### src/rtl/rcm_pkg.sv
package rcm_pkg;

    typedef enum logic [1:0] {
        ST_IDLE   = 2'd0,
        ST_PASS   = 2'd1,
        ST_CLOSE  = 2'd2,
        ST_DIVERT = 2'd3
    } rcm_state_e;

    typedef struct packed {
        logic hit;
        logic divert;
    } rcm_verdict_t;

endpackage

### src/rtl/rcm_table.sv
module rcm_table #(
    parameter int ENTRIES = 8,
    parameter int CW      = 8,
    localparam int IW     = $clog2(ENTRIES)
) (
    input  logic                           clk,
    input  logic                           rst_n,
    input  logic                           wr_en,
    input  logic [IW-1:0]                  wr_idx,
    input  logic [CW-1:0]                  wr_value,
    input  logic                           wr_end,
    input  logic                           wr_reject,
    output logic [ENTRIES-1:0][CW-1:0]     ent_value,
    output logic [ENTRIES-1:0]             ent_end,
    output logic [ENTRIES-1:0]             ent_reject
);

    for (genvar g = 0; g < ENTRIES; g++) begin : g_slot
        logic sel;
        assign sel = wr_en && (wr_idx == IW'(g));

        always_ff @(posedge clk or negedge rst_n) begin
            if (!rst_n) begin
                ent_value[g]  <= '0;
                ent_end[g]    <= 1'b1;
                ent_reject[g] <= 1'b0;
            end else if (sel) begin
                ent_value[g]  <= wr_value;
                ent_end[g]    <= wr_end;
                ent_reject[g] <= wr_reject;
            end
        end
    end

endmodule

### src/rtl/rcm_scan.sv
module rcm_scan
    import rcm_pkg::*;
#(
    parameter int ENTRIES = 8,
    parameter int CW      = 8
) (
    input  logic [ENTRIES-1:0][CW-1:0] ent_value,
    input  logic [ENTRIES-1:0]         ent_end,
    input  logic [ENTRIES-1:0]         ent_reject,
    input  logic [CW-1:0]              probe,
    output rcm_verdict_t               verdict
);

    logic [ENTRIES-1:0] live;
    logic [ENTRIES-1:0] hit_vec;

    assign live[0] = 1'b1;

    for (genvar g = 0; g < ENTRIES; g++) begin : g_cmp
        logic eq;
        assign eq         = (ent_value[g] == probe);
        assign hit_vec[g] = live[g] & ~ent_end[g] & eq;
        if (g < ENTRIES - 1) begin : g_chain
            assign live[g+1] = live[g] & ~ent_end[g] & ~eq;
        end
    end

    always_comb begin
        verdict.hit    = |hit_vec;
        verdict.divert = |(hit_vec & ent_reject);
    end

endmodule

### src/rtl/rcm_events.sv
module rcm_events (
    input  logic       clk,
    input  logic       rst_n,
    input  logic       set_rx,
    input  logic       set_cc,
    input  logic [1:0] clr,
    output logic       evt_rx,
    output logic       evt_cc
);

    always_ff @(posedge clk or negedge rst_n) begin
        if (!rst_n) begin
            evt_rx <= 1'b0;
            evt_cc <= 1'b0;
        end else begin
            evt_rx <= set_rx | (evt_rx & ~clr[0]);
            evt_cc <= set_cc | (evt_cc & ~clr[1]);
        end
    end

    assert_rx_sticky_R9: assert property (@(posedge clk) disable iff (!rst_n)
        ($past(evt_rx) && !$past(clr[0])) |-> evt_rx);

    assert_cc_sticky_R9: assert property (@(posedge clk) disable iff (!rst_n)
        ($past(evt_cc) && !$past(clr[1])) |-> evt_cc);

endmodule

### src/rtl/rx_ctrl_matcher.sv
module rx_ctrl_matcher
    import rcm_pkg::*;
#(
    parameter int ENTRIES = 8,
    parameter int CW      = 8,
    localparam int IW     = $clog2(ENTRIES)
) (
    input  logic          clk,
    input  logic          rst_n,
    input  logic          tbl_we,
    input  logic [IW-1:0] tbl_idx,
    input  logic [CW-1:0] tbl_value,
    input  logic          tbl_end,
    input  logic          tbl_reject,
    input  logic          rx_valid,
    input  logic [CW-1:0] rx_char,
    input  logic [1:0]    evt_clr,
    output logic          out_valid,
    output logic [CW-1:0] out_char,
    output logic          buf_close,
    output logic [CW-1:0] ctl_char,
    output logic          evt_rx,
    output logic          evt_cc
);

    logic [ENTRIES-1:0][CW-1:0] ent_value;
    logic [ENTRIES-1:0]         ent_end;
    logic [ENTRIES-1:0]         ent_reject;
    rcm_verdict_t               verdict;

    rcm_state_e    state_q, state_d;
    logic [CW-1:0] char_q;
    logic [CW-1:0] ctl_q;

    rcm_table #(.ENTRIES(ENTRIES), .CW(CW)) u_table (
        .clk        (clk),
        .rst_n      (rst_n),
        .wr_en      (tbl_we),
        .wr_idx     (tbl_idx),
        .wr_value   (tbl_value),
        .wr_end     (tbl_end),
        .wr_reject  (tbl_reject),
        .ent_value  (ent_value),
        .ent_end    (ent_end),
        .ent_reject (ent_reject)
    );

    rcm_scan #(.ENTRIES(ENTRIES), .CW(CW)) u_scan (
        .ent_value  (ent_value),
        .ent_end    (ent_end),
        .ent_reject (ent_reject),
        .probe      (rx_char),
        .verdict    (verdict)
    );

    // next-state decision: any state may move to any state
    always_comb begin
        if (!rx_valid)           state_d = ST_IDLE;
        else if (!verdict.hit)   state_d = ST_PASS;
        else if (verdict.divert) state_d = ST_DIVERT;
        else                     state_d = ST_CLOSE;
    end

    // state register with character holding registers
    always_ff @(posedge clk or negedge rst_n) begin
        if (!rst_n) begin
            state_q <= ST_IDLE;
            char_q  <= '0;
            ctl_q   <= '0;
        end else begin
            state_q <= state_d;
            if (rx_valid)              char_q <= rx_char;
            if (state_d == ST_DIVERT)  ctl_q  <= rx_char;
        end
    end

    // output decode
    always_comb begin
        out_valid = 1'b0;
        buf_close = 1'b0;
        unique case (state_q)
            ST_IDLE:   ;
            ST_PASS:   out_valid = 1'b1;
            ST_CLOSE: begin
                out_valid = 1'b1;
                buf_close = 1'b1;
            end
            ST_DIVERT: ;
            default:   ;
        endcase
    end

    assign out_char = char_q;
    assign ctl_char = ctl_q;

    rcm_events u_events (
        .clk    (clk),
        .rst_n  (rst_n),
        .set_rx (state_d == ST_CLOSE),
        .set_cc (state_d == ST_DIVERT),
        .clr    (evt_clr),
        .evt_rx (evt_rx),
        .evt_cc (evt_cc)
    );

    assert_close_has_data_R5: assert property (@(posedge clk) disable iff (!rst_n)
        buf_close |-> out_valid);

    assert_close_raises_evt_R8: assert property (@(posedge clk) disable iff (!rst_n)
        buf_close |-> evt_rx);

    assert_fwd_char_R7: assert property (@(posedge clk) disable iff (!rst_n)
        $past(rx_valid) |-> (out_char == $past(rx_char)));

    assert_gap_quiet_R11: assert property (@(posedge clk) disable iff (!rst_n)
        !$past(rx_valid) |-> (!out_valid && !buf_close));

    assert_ctl_hold_R6: assert property (@(posedge clk) disable iff (!rst_n)
        (state_q != ST_DIVERT) |-> $stable(ctl_char));

endmodule

### config.mk
export PLATFORM = sky130hd
export DESIGN_NAME = rx_ctrl_matcher
export DESIGN_NICKNAME = d
export VERILOG_FILES = /design/src/rtl/rcm_pkg.sv /design/src/rtl/rcm_table.sv /design/src/rtl/rcm_scan.sv /design/src/rtl/rcm_events.sv /design/src/rtl/rx_ctrl_matcher.sv
export SDC_FILE = /design/constraint.sdc
export NUM_CORES = 1
export LEC_CHECK = 0
export ABC_CLOCK_PERIOD_IN_PS = 4300
export BUFFER_PORTS_ARGS = -buffer_cell sky130_fd_sc_hd__buf_2
export CAP_MARGIN = 25
export CORE_MARGIN = 5
export CORE_UTILIZATION = 31
export DETAILED_ROUTE_END_ITERATION = 16
export PLACE_DENSITY = 0.55
export SYNTH_ARGS = -nofsm -noshare
export SYNTH_HDL_FRONTEND = slang
export SYNTH_HIERARCHICAL = 1
export SYNTH_SLANG_ARGS = --single-unit
export TNS_END_PERCENT = 20
### constraint.sdc
create_clock -name clk -period 4.3 [get_ports clk]
set_input_delay 0.645 -clock clk [delete_from_list [all_inputs] [get_ports clk]]
set_output_delay 0.645 -clock clk [all_outputs]
set_load 0.05 [all_outputs]
# Word level (Yosys, flattened, before mapping)
# Index checks and enable logic that the tools add are counted.
dict set report word_totals {
  regBits 100
  latch_bits 0
  ram_bits 0
  mem_bits_ro 0
  input_bits 27
  elab_cells 109
  n_memories 0
}
dict set report op_classes {
  addsub 0
  mul 0
  div 0
  order_cmp 0
  n_eq_ne 19
  shift 0
  n_mux 5
  bitwise 44
  reduce_logical 12
}
# cell count
set ops {}
lappend ops {{8-bit equality test} 8}
lappend ops {{1-bit bitwise AND} 24}
lappend ops {{1-bit NOT} 17}
lappend ops {{8-bit OR reduction} 2}
lappend ops {{3-bit equality test (second input constant)} 4}
lappend ops {{8-bit bitwise AND} 1}
lappend ops {{1-bit logical AND} 8}
lappend ops {{2-bit equality test (second input constant)} 3}
lappend ops {{3-bit by 2-bit equality test with 1-bit output (second input constant)} 2}
lappend ops {{2-bit two-way mux} 2}
lappend ops {{3-bit by 1-bit equality test with 1-bit output (second input constant)} 1}
lappend ops {{3-bit zero test} 1}
lappend ops {{1-bit two-way mux} 3}
lappend ops {{2-bit by 1-bit equality test with 1-bit output (second input constant)} 1}
lappend ops {{1-bit OR} 2}
lappend ops {{2-bit OR reduction} 1}

# Logic depth before layout (Yosys ltp)
# Gate-level depths: netlist of the first run.
dict set report depth {
  ltp_word 24
  depth_mapped 10
  mapped_depth_nobuf 9
}

# Cells and area by module
# The synthesis of the first run kept the hierarchy.
# module n_inst cells_per_inst area_each_um2 seq_area_each_um2
set modules_own_cells {}
lappend modules_own_cells {rcm_table 1 175 3173.0 2011.9}
lappend modules_own_cells {rcm_scan 1 124 987.2 0.0}
lappend modules_own_cells {rx_ctrl_matcher 1 44 703.2 450.4}
lappend modules_own_cells {rcm_events 1 6 72.6 50.0}

# Worst setup path after synthesis of the first run
# No wires, ideal clock.
dict set report synth_path {
  kind {input port to flip-flop}
  startpoint {input rx_char[6]}
  endpoint {register ctl_q[0], in the netlist ctl_char[0]}
  setup_time_ns 0.125
  arrival_ns 2.326
  path_slack_ns 1.849
  path_stages 9
  path_buffers 1
  cell_sequence {buf_6 -> xor2_1 -> nor4_1 -> and2_1 -> nor4_1 -> a211oi_1 -> o221ai_1 -> nand3_4 -> mux2_2}
}
# element line
set synth_lines {}
lappend synth_lines {{start: declaration} rx_ctrl_matcher.sv:16} ;# input logic [CW-1:0] rx_char,
lappend synth_lines {{end signal: assignment} rx_ctrl_matcher.sv:73} ;# if (state_d == ST_DIVERT) ctl_q <= rx_char;
lappend synth_lines {{end: declaration} rx_ctrl_matcher.sv:33} ;# logic [CW-1:0] ctl_q;

==> results of run 1 <==
critical path, stage by stage:
cell,delay [ps]
buf_2,280
xnor2_1,170
nand4_1,230
nor2_1,260
nor4bb_1,350
a211oi_1,90
o221ai_1,320
nand3_4,210
mux2_2,330
layout by cell type, fill, tap and decap left out, types with 5 or more instances in the layout:
cell / synthesis / layout
dfrtp_1: 92 / 92
mux2_2: 66 / 66
buf_2: 3 / 45
xnor2_1: 32 / 32
xor2_1: 31 / 31
mux2_4: 31 / 31
inv_1: 9 / 9
clkbuf_16: 0 / 9
nand4_1: 8 / 8
dfstp_2: 8 / 8
nor2_1: 7 / 7
nor4_1: 6 / 6
nand4b_1: 5 / 5
cells in the mapped netlist, types with 3 or more instances:
| cell type | instances | share of area |
|---|---|---|
| mux2_2 | 66 | 0.15 |
| buf_2 | 3 | 0.0030 |
| xor2_1 | 31 | 0.055 |
| and2_1 | 3 | 0.0038 |
| dfrtp_1 | 92 | 0.47 |
| nor2_1 | 7 | 0.0053 |
| nand2_1 | 3 | 0.0023 |
| dfstp_2 | 8 | 0.043 |
| xnor2_1 | 32 | 0.057 |
| nand4_1 | 8 | 0.010 |
| mux2_4 | 31 | 0.094 |
| nor4_1 | 6 | 0.0076 |
| and4bb_1 | 3 | 0.0076 |
| buf_6 | 11 | 0.025 |
| inv_1 | 9 | 0.0068 |
| o21ai_0 | 3 | 0.0030 |
| nand4b_1 | 5 | 0.0089 |
final cells by class:
cell class	instances	area, um^2
repair buffers	48	267.8
inverters	9	33.78
flip-flops and latches	100	2512
clock buffers	12	256.5
clock inverters	4	32.53
multi-input cells	224	2245
well taps	216	270.3
fillers	1591	10150
how the worst min path moves through the flow:
stage                               start              endpoint  slack [ps]  depth (start not counted)
after floorplan                     rst_n           ctl_char[0]         350                          0
after global placement    u_events/evt_cc       u_events/evt_cc         460                          1
after detailed placement  u_events/evt_rx       u_events/evt_rx         460                          1
after CTS                 u_events/evt_rx       u_events/evt_rx         470                          1
after global routing                rst_n  u_table/ent_value[3]         240                          1
final                               rst_n       u_events/evt_rx         220                          1
routing by layer:
| metal | wire length [um] | track usage | part of all wire |
|---|---|---|---|
| met5 | 0 | 0 | 0 |
| met4 | 161 | 0.03863 | 0.014 |
| met3 | 442 | 0.02591 | 0.039 |
| met2 | 5469 | 0.2078 | 0.48 |
| met1 | 5300 | 0.1790 | 0.47 |
metrics by stage:
stage               instance area, um^2  hold WS, ps    util
floorplan                          4936        349.4       -
global placement                   5301        455.9  0.3362
detailed placement                 5301        460.7  0.3362
CTS                                5590        475.0  0.3545
global route                       5618        238.7  0.3562
finish                             5618        219.3  0.3562
power breakdown:
| part | internal (mW) | leakage, nW | switching, mW |
|---|---|---|---|
| Clock | 0.427 | 0.135 | 0.355 |
| Combinational | 0.288 | 1.11 | 0.248 |
| Sequential | 1.13 | 1.21 | 0.130 |
registers in the layout (all words and copies together), names as in the netlist:
register	flops
out_char	8
u_table/ent_end	8
state_q	2
u_table/ent_value	64
u_events/evt_cc	1
u_table/ent_reject	8
u_events/evt_rx	1
ctl_char	8
cell families after synthesis:
group | after synthesis | synth area share
xor gates and xnor gates | 64 | 0.1151
buffers and inverters | 25 | 0.03802
and+or+nand+nor | 46 | 0.06768
muxes | 97 | 0.2449
adders and majority gates | 1 | 0.002534
DFF | 100 | 0.5090
AOI/OAI and AO/OA | 16 | 0.02281
==> flow_metrics.env, run 1 <==
export IMPL_status="finished, final reports clean"
export IMPL_grt_max_degree=86
export IMPL_place_worst_setup_slack_ps=1296
export IMPL_ys_types=42
export IMPL_cts_setup_buffers=0
export IMPL_cts_root_buf="clkbuf_16"
export IMPL_arrival_ps=2890
export IMPL_yosysWarnings=6
export IMPL_syn_inst=349
export IMPL_postCtsHoldBufs=0
export IMPL_maxSlewHeadroom=0.3515
export IMPL_path_class="input pin to flop"
export IMPL_tns_ps=0
export IMPL_htree_levels=3
export IMPL_die_x_um=136.2
export IMPL_post_route_worst_setup_slack_ps=1642
export IMPL_rows=46
export IMPL_cts_inserted_buffers=9
export IMPL_cts_tree="done"
export IMPL_clk_latency_ps=350
export IMPL_reg2reg_depth=8
export IMPL_async_flop_share=1.000
export IMPL_avgSynthCellArea_um2=14.14
export IMPL_cts_sinks=100
export IMPL_vias=2831
export IMPL_startpoint="rx_char[6]"
export IMPL_fmax_ghz=0.3762
export IMPL_synth_edf_count=0
export IMPL_worstSetupStartpointType="input pin"
export IMPL_die_height_um=136.2
export IMPL_r2r_start="u_table/ent_value[47]"
export IMPL_final_layout_size_suffix_gt1_frac=0.4408
export IMPL_synth_seq_cells=100
export IMPL_dieArea_um2=18550
export IMPL_start_util=0.3130
export IMPL_synth_area_um2=4936
export IMPL_ys_flop_type="dfrtp_1"
export IMPL_syn_nets=377
export IMPL_detail_route_antenna_nets=0
export IMPL_p_total_mw=2.577
export IMPL_dp_hpwl_mm=8.070
export IMPL_drtPass1Iterations=4
export IMPL_first_global_vias=3006
export IMPL_seq_area_frac_synth=0.5090
export IMPL_crit_path_end_kind="flop"
export IMPL_hp_class="input pin to async pin"
export IMPL_antenna_diode_count=0
export IMPL_vdd_drop_max_uv=208.4
export IMPL_areaGrowthSynthToFinish_pct=13.81
export IMPL_ctsResizeCount=0
export IMPL_worstPathMaxFanout=10
export IMPL_wl_mm=11.37
export IMPL_crit_end="ctl_char[2]"
export IMPL_clkTransAtPathRegs_ps=70
export IMPL_leakage_nw=2.456
export IMPL_drc=0
export IMPL_r2r_end="ctl_char[2]"
export IMPL_grt_pass1_wl_mm=17.91
export IMPL_worst_pin_slew_ps=968.6
export IMPL_track_usage=0.1300
export IMPL_drv_slew=0
export IMPL_finalCriticalPeriod_ps=2658
export IMPL_fin_cells=613
export IMPL_rrSetupSlack_ps=1830
export IMPL_drtIter0Drc=119
export IMPL_rsz0062_at_grt="no"
export IMPL_cap_violations=0
export IMPL_cts_buffer_depth=2
export IMPL_clock_skew_ps=8.096
export IMPL_dp_cells=596
export IMPL_layout_worst_path_cycle_share=0.6182
export IMPL_vias_per_cell=4.618
export IMPL_ios=47
export IMPL_antenna_found_initial=0
export IMPL_power_density_nw_per_um2=458.8
export IMPL_critical_path_required_ps=4530
export IMPL_finalHoldViolCount=0
export IMPL_nNetsFinal=420
export IMPL_overflow=0
export IMPL_port_buffers=46
export IMPL_routedWlPerCell_um=18.55
export IMPL_gp_congestion=0.8834
export IMPL_setup_viol=0
export IMPL_core_um2=15770
Power figures use the tool's default switching activity.
==> run 2: changes to the inputs <==
ABC_CLOCK_PERIOD_IN_PS = 2700   (was 4300)
clock period = 2.7 ns   (was 4.3 ns; I/O delays follow)
==> run 2 against run 1 <==
Compared with the run above:
- global-route usage rose by 0.31 points
- combinational power is 68% higher
- worst setup slack got worse by 1500 ps
- sequential cell count stayed put
- critical endpoint is now ctl_char[6]
==> flow_metrics.env, run 2 (synthesis gave the netlist of run 1 again) <==
export IMPL_postCtsHoldBufs=0
export IMPL_hp_class="input pin to async pin"
export IMPL_rows=46
export IMPL_core_um2=15770
export IMPL_ios=47
export IMPL_vias_per_cell=4.631
export IMPL_arrival_ps=2780
export IMPL_clock_skew_ps=11.18
export IMPL_setup_viol=0
export IMPL_cts_sinks=100
export IMPL_worstSetupStartpointType="flop"
export IMPL_mostFrequentLayoutCells="92 x dfrtp_1, 66 x mux2_2, 45 x buf_2"
export IMPL_cts_inserted_buffers=9
export IMPL_cts_buffer_depth=2
export IMPL_ctsResizeCount=0
export IMPL_dieArea_um2=18550
export IMPL_final_common_cell="dfrtp_1"
export IMPL_first_global_vias=3127
export IMPL_place_worst_setup_slack_ps=-74.40
export IMPL_status="finished, final reports clean"
export IMPL_r2r_start="u_table/ent_value[15]"
export IMPL_finalHoldViolCount=0
export IMPL_drtIter0Drc=177
export IMPL_vdd_drop_max_uv=312.0
export IMPL_reg2reg_depth=9
export IMPL_rrSetupSlack_ps=150
export IMPL_path_class="flop to flop"
export IMPL_vias=2964
export IMPL_drc=0
export IMPL_num_fill_cells=1555
export IMPL_cpPeakStageDelay_ps=410
export IMPL_layout_worst_path_cycle_share=0.9442
export IMPL_fmax_ghz=0.3922
export IMPL_cp_num_buf_inv=1
export IMPL_grt_max_degree=56
export IMPL_multi_input_area_um2=2236
export IMPL_cts_setup_buffers=0
export IMPL_htree_levels=3
export IMPL_largest_reg_flops=64
export IMPL_start_util=0.3130
export IMPL_nNetsFinal=447
export IMPL_worstPathMaxFanout=9
export IMPL_leakage_nw=2.569
export IMPL_dp_hpwl_mm=8.637
export IMPL_wl_mm=11.88
export IMPL_clkTransAtPathRegs_ps=70
export IMPL_port_buffers=46
export IMPL_track_usage=0.1332
export IMPL_die_height_um=136.2
export IMPL_finalCriticalPeriod_ps=2549
export IMPL_critical_path_required_ps=2930
export IMPL_drv_slew=0
export IMPL_seqCellArea_um2=2512
export IMPL_tns_ps=0
export IMPL_worst_pin_slew_ps=628.4
export IMPL_rsz0062_at_grt="no"
export IMPL_power_density_nw_per_um2=705.8
export IMPL_crit_family="simple AND/OR/NAND/NOR gates"
export IMPL_placed_area_um2=5528
export IMPL_cts_tree="done"
export IMPL_post_route_worst_setup_slack_ps=150.6
export IMPL_slowest_stage="dfrtp_1"
export IMPL_maxSlewHeadroom=0.5811
export IMPL_grt_pass1_wl_mm=18.47
export IMPL_antenna_diode_count=0
export IMPL_die_x_um=136.2
export IMPL_drtPass1Iterations=4
export IMPL_crit_path_cell_trace="xor2_1, nor4_1, buf_4, nand2_1, nand4b_1, or3_1, o221ai_1, nand3_4, mux2_2"
export IMPL_fin_area_um2=5792
export IMPL_antenna_found_initial=0
export IMPL_detail_route_antenna_nets=0
export IMPL_holdWs_ps=64.30
export IMPL_cap_violations=0
export IMPL_largest_register="u_table/ent_value"
export IMPL_cts_root_buf="clkbuf_16"
export IMPL_final_layout_size_suffix_gt1_frac=0.4693
export IMPL_gp_congestion=0.8729
export IMPL_routedWlPerCell_um=18.56
export IMPL_clk_latency_ps=340
export IMPL_r2r_end="ctl_char[6]"
export IMPL_crit_path_end_kind="flop"
export IMPL_overflow=0
export IMPL_areaGrowthSynthToFinish_pct=17.34
run 2: changes by cell type in the layout (fill, tap and decap cells not counted), sizes merged:
| cell | change |
|---|---|
| inv | -1 |
| buf | +27 |
| clkbuf | +1 |
run 2: how the worst max path moves through the flow:
| stage | from | endpoint | slack [ps] | cells past startpoint |
|---|---|---|---|---|
| 2_1_floorplan | rx_char[6] | ctl_char[0] | 490 | 9 |
| 3_3_place_gp | rx_char[6] | ctl_char[5] | -70 | 10 |
| 3_5_place_dp | rx_char[5] | ctl_char[3] | -70 | 9 |
| 4_1_cts | u_table/ent_value[13] | ctl_char[3] | 170 | 8 |
| 5_1_grt | rx_char[6] | ctl_char[7] | 40 | 10 |
| 6_report | u_table/ent_value[15] | ctl_char[6] | 150 | 9 |
run 2: layout make-up:
type,count,share of cell area
sequential,100,0.4338
multi-input combinational,224,0.3860
timing repair buffer,75,0.08209
tap,216,0.04666
clock buffer,13,0.04148
inverter,9,0.005833
clock inverter,3,0.004105
run 2: stage by stage:
step / total power, mW / std cells / util
2_1_floorplan: 2.616 / 349 / -
3_3_place_gp: 2.925 / 624 / 0.3505
3_5_place_dp: 2.940 / 624 / 0.3505
4_1_cts: 4.126 / 640 / 0.3673
5_1_grt: 4.283 / 640 / 0.3673
6_report: 4.088 / 640 / 0.3673
run 2: power breakdown:
part           leakage, nW  internal [mW]  switching (mW)
sequential            1.21           1.80           0.215
combinational         1.24          0.488           0.412
clock                0.120          0.628           0.547
run 2: metal layers:
metal  wire (um)  track usage
met1        5675       0.1862
met2        5646       0.2102
met3         422      0.02813
met4         134      0.03527
met5           0            0
==> run 3: changes to the inputs <==
CORE_UTILIZATION = 50   (was 31)
MAX_ROUTING_LAYER = met4   (was default)
PLACE_DENSITY = 0.77   (was 0.55)
==> run 3 against run 2 <==
Compared with the run above:
- power down 6.1%
- die area down 36%
- combinational power down 6.2%
- cell area down 5.5%
- clock skew about the same
- global-route usage up 6.4 points
- cell count down 16%
- highest routed layer unchanged
==> flow_metrics.env, run 3 (synthesis gave the netlist of run 1 again) <==
export IMPL_comb_power_share=0.220
export IMPL_multi_input_area_um2=2236
export IMPL_drc=0
export IMPL_leakage_nw=2.448
export IMPL_antenna_found_initial=0
export IMPL_fmax_ghz=0.3964
export IMPL_seqCellArea_um2=2512
export IMPL_vias_per_cell=5.429
export IMPL_finalCriticalPeriod_ps=2523
export IMPL_drtPass1Iterations=4
export IMPL_vdd_drop_max_uv=395.4
export IMPL_gp_congestion=0.9374
export IMPL_crit_path_end_kind="flop"
export IMPL_place_worst_setup_slack_ps=-37.53
export IMPL_num_fill_cells=788
export IMPL_final_layout_size_suffix_gt1_frac=0.4543
export IMPL_track_usage=0.1968
export IMPL_dieArea_um2=11960
export IMPL_cap_violations=0
export IMPL_rsz0062_at_grt="no"
export IMPL_start_util=0.5097
export IMPL_finalHoldViolCount=0
export IMPL_hp_class="input pin to async pin"
export IMPL_power_density_nw_per_um2=701.0
export IMPL_ios=47
export IMPL_grt_pass1_wl_mm=17.06
export IMPL_cts_setup_buffers=0
export IMPL_worst_pin_slew_ps=820.5
export IMPL_areaGrowthSynthToFinish_pct=10.90
export IMPL_port_buffers=46
export IMPL_dp_hpwl_mm=7.591
export IMPL_status="finished, final reports clean"
export IMPL_tns_ps=0
export IMPL_routedWlPerCell_um=20.01
export IMPL_arrival_ps=2780
export IMPL_fin_area_um2=5474
export IMPL_rows=36
export IMPL_detail_route_antenna_nets=0
export IMPL_clkTransAtPathRegs_ps=110
export IMPL_clk_latency_ps=360
export IMPL_cts_buffer_depth=2
export IMPL_setup_viol=0
export IMPL_critical_path_required_ps=2960
export IMPL_power_frac_seq=0.523
export IMPL_die_height_um=109.4
export IMPL_layout_worst_path_cycle_share=0.9343
export IMPL_cts_inserted_buffers=9
export IMPL_largest_register="u_table/ent_value"
export IMPL_p_total_mw=3.837
export IMPL_vias=2921
export IMPL_final_common_cell="dfrtp_1"
export IMPL_mostFrequentLayoutCells="92 x dfrtp_1, 66 x mux2_2, 45 x buf_2"
export IMPL_intPower_mw=2.699
export IMPL_cts_sinks=100
export IMPL_path_class="flop to flop"
export IMPL_cts_tree="done"
export IMPL_core_um2=9684
export IMPL_maxSlewHeadroom=0.4530
export IMPL_largest_reg_flops=64
export IMPL_htree_levels=3
export IMPL_postCtsHoldBufs=0
export IMPL_netSwitchingPower_mw=1.138
export IMPL_first_global_vias=3051
export IMPL_post_route_worst_setup_slack_ps=177.4
export IMPL_antenna_diode_count=0
export IMPL_nNetsFinal=428
export IMPL_switching_share=0.2965
export IMPL_overflow=0
export IMPL_cts_root_buf="clkbuf_8"
export IMPL_worstSetupStartpointType="flop"
export IMPL_drv_slew=0
export IMPL_clock_skew_ps=11.07
export IMPL_ctsResizeCount=0
export IMPL_die_x_um=109.4
export IMPL_placed_area_um2=5269
export IMPL_worstPathMaxFanout=9
export IMPL_wl_mm=10.77
export IMPL_drtIter0Drc=188
export IMPL_grt_max_degree=42
export IMPL_p_clk_frac=0.258
## run 3: changes by cell type in the layout (fill, tap and decap cells not counted), sizes merged
cell      change
bufinv        +1
clkinvlp      +1
inv           +3
clkinv        -1
clkbuf        -4
buf          -19
## run 3: cell type report
class / instances / share of cell area
sequential: 100 / 0.4590
multi-input combinational: 224 / 0.4085
timing repair buffer: 56 / 0.05851
tap: 133 / 0.03040
clock buffer: 9 / 0.02263
clock inverter: 7 / 0.01486
inverter: 9 / 0.006171
## run 3: routing by layer
metal / vias up / global-route usage / wire length (um) / part of all wire
met4: 0 / 0.06055 / 182 / 0.017
met3: 14 / 0.02819 / 390 / 0.036
li1: 1333 / - / - / -
met5: - / - / 0 / 0
met1: 1503 / 0.2721 / 5022 / 0.47
met2: 71 / 0.3034 / 5169 / 0.48
## run 3: metrics by stage
step	hold WS [ps]	utilization	std cells
after global routing	63.46	0.5652	538
after global placement	436.2	0.5441	522
after floorplan	109.4	-	349
final	27.50	0.5652	538
after CTS	44.38	0.5652	538
after detailed placement	437.3	0.5441	522
## run 3: critical path, cell delays in order, from the launching register on
cell and delay [ps]:
dfrtp_1 400, xor2_1 150, nor4_1 430, and2_1 250, nor4_1 70, a211oi_1 280, o221ai_1 260, nand3_4 230
mux2_2 360
## run 3: worst paths after layout
kind	from	slack [ps]	depth (start not counted)	end
worst max-delay path	u_table/ent_value[38]	180	8	ctl_char[2]
worst min-delay path	rst_n	30	1	u_table/ent_value[56]
worst max register to register	u_table/ent_value[38]	180	8	ctl_char[2]
worst min register to register	u_events/evt_cc	490	1	u_events/evt_cc
max in group asynchronous	rst_n	1900	2	u_table/ent_end[7]
min in group clk	evt_clr[1]	300	3	u_events/evt_cc
## run 3: power groups by stage
| stage | Sequential, mW | Combinational, mW | Clock (mW) |
|---|---|---|---|
| floorplan | 2.01 | 0.605 | 0 |
| global placement | 2.01 | 0.811 | 0 |
| detailed placement | 2.02 | 0.840 | 0 |
| CTS | 2.00 | 0.843 | 1.01 |
| global route | 2.04 | 0.903 | 1.07 |
| finish | 2.01 | 0.843 | 0.989 |
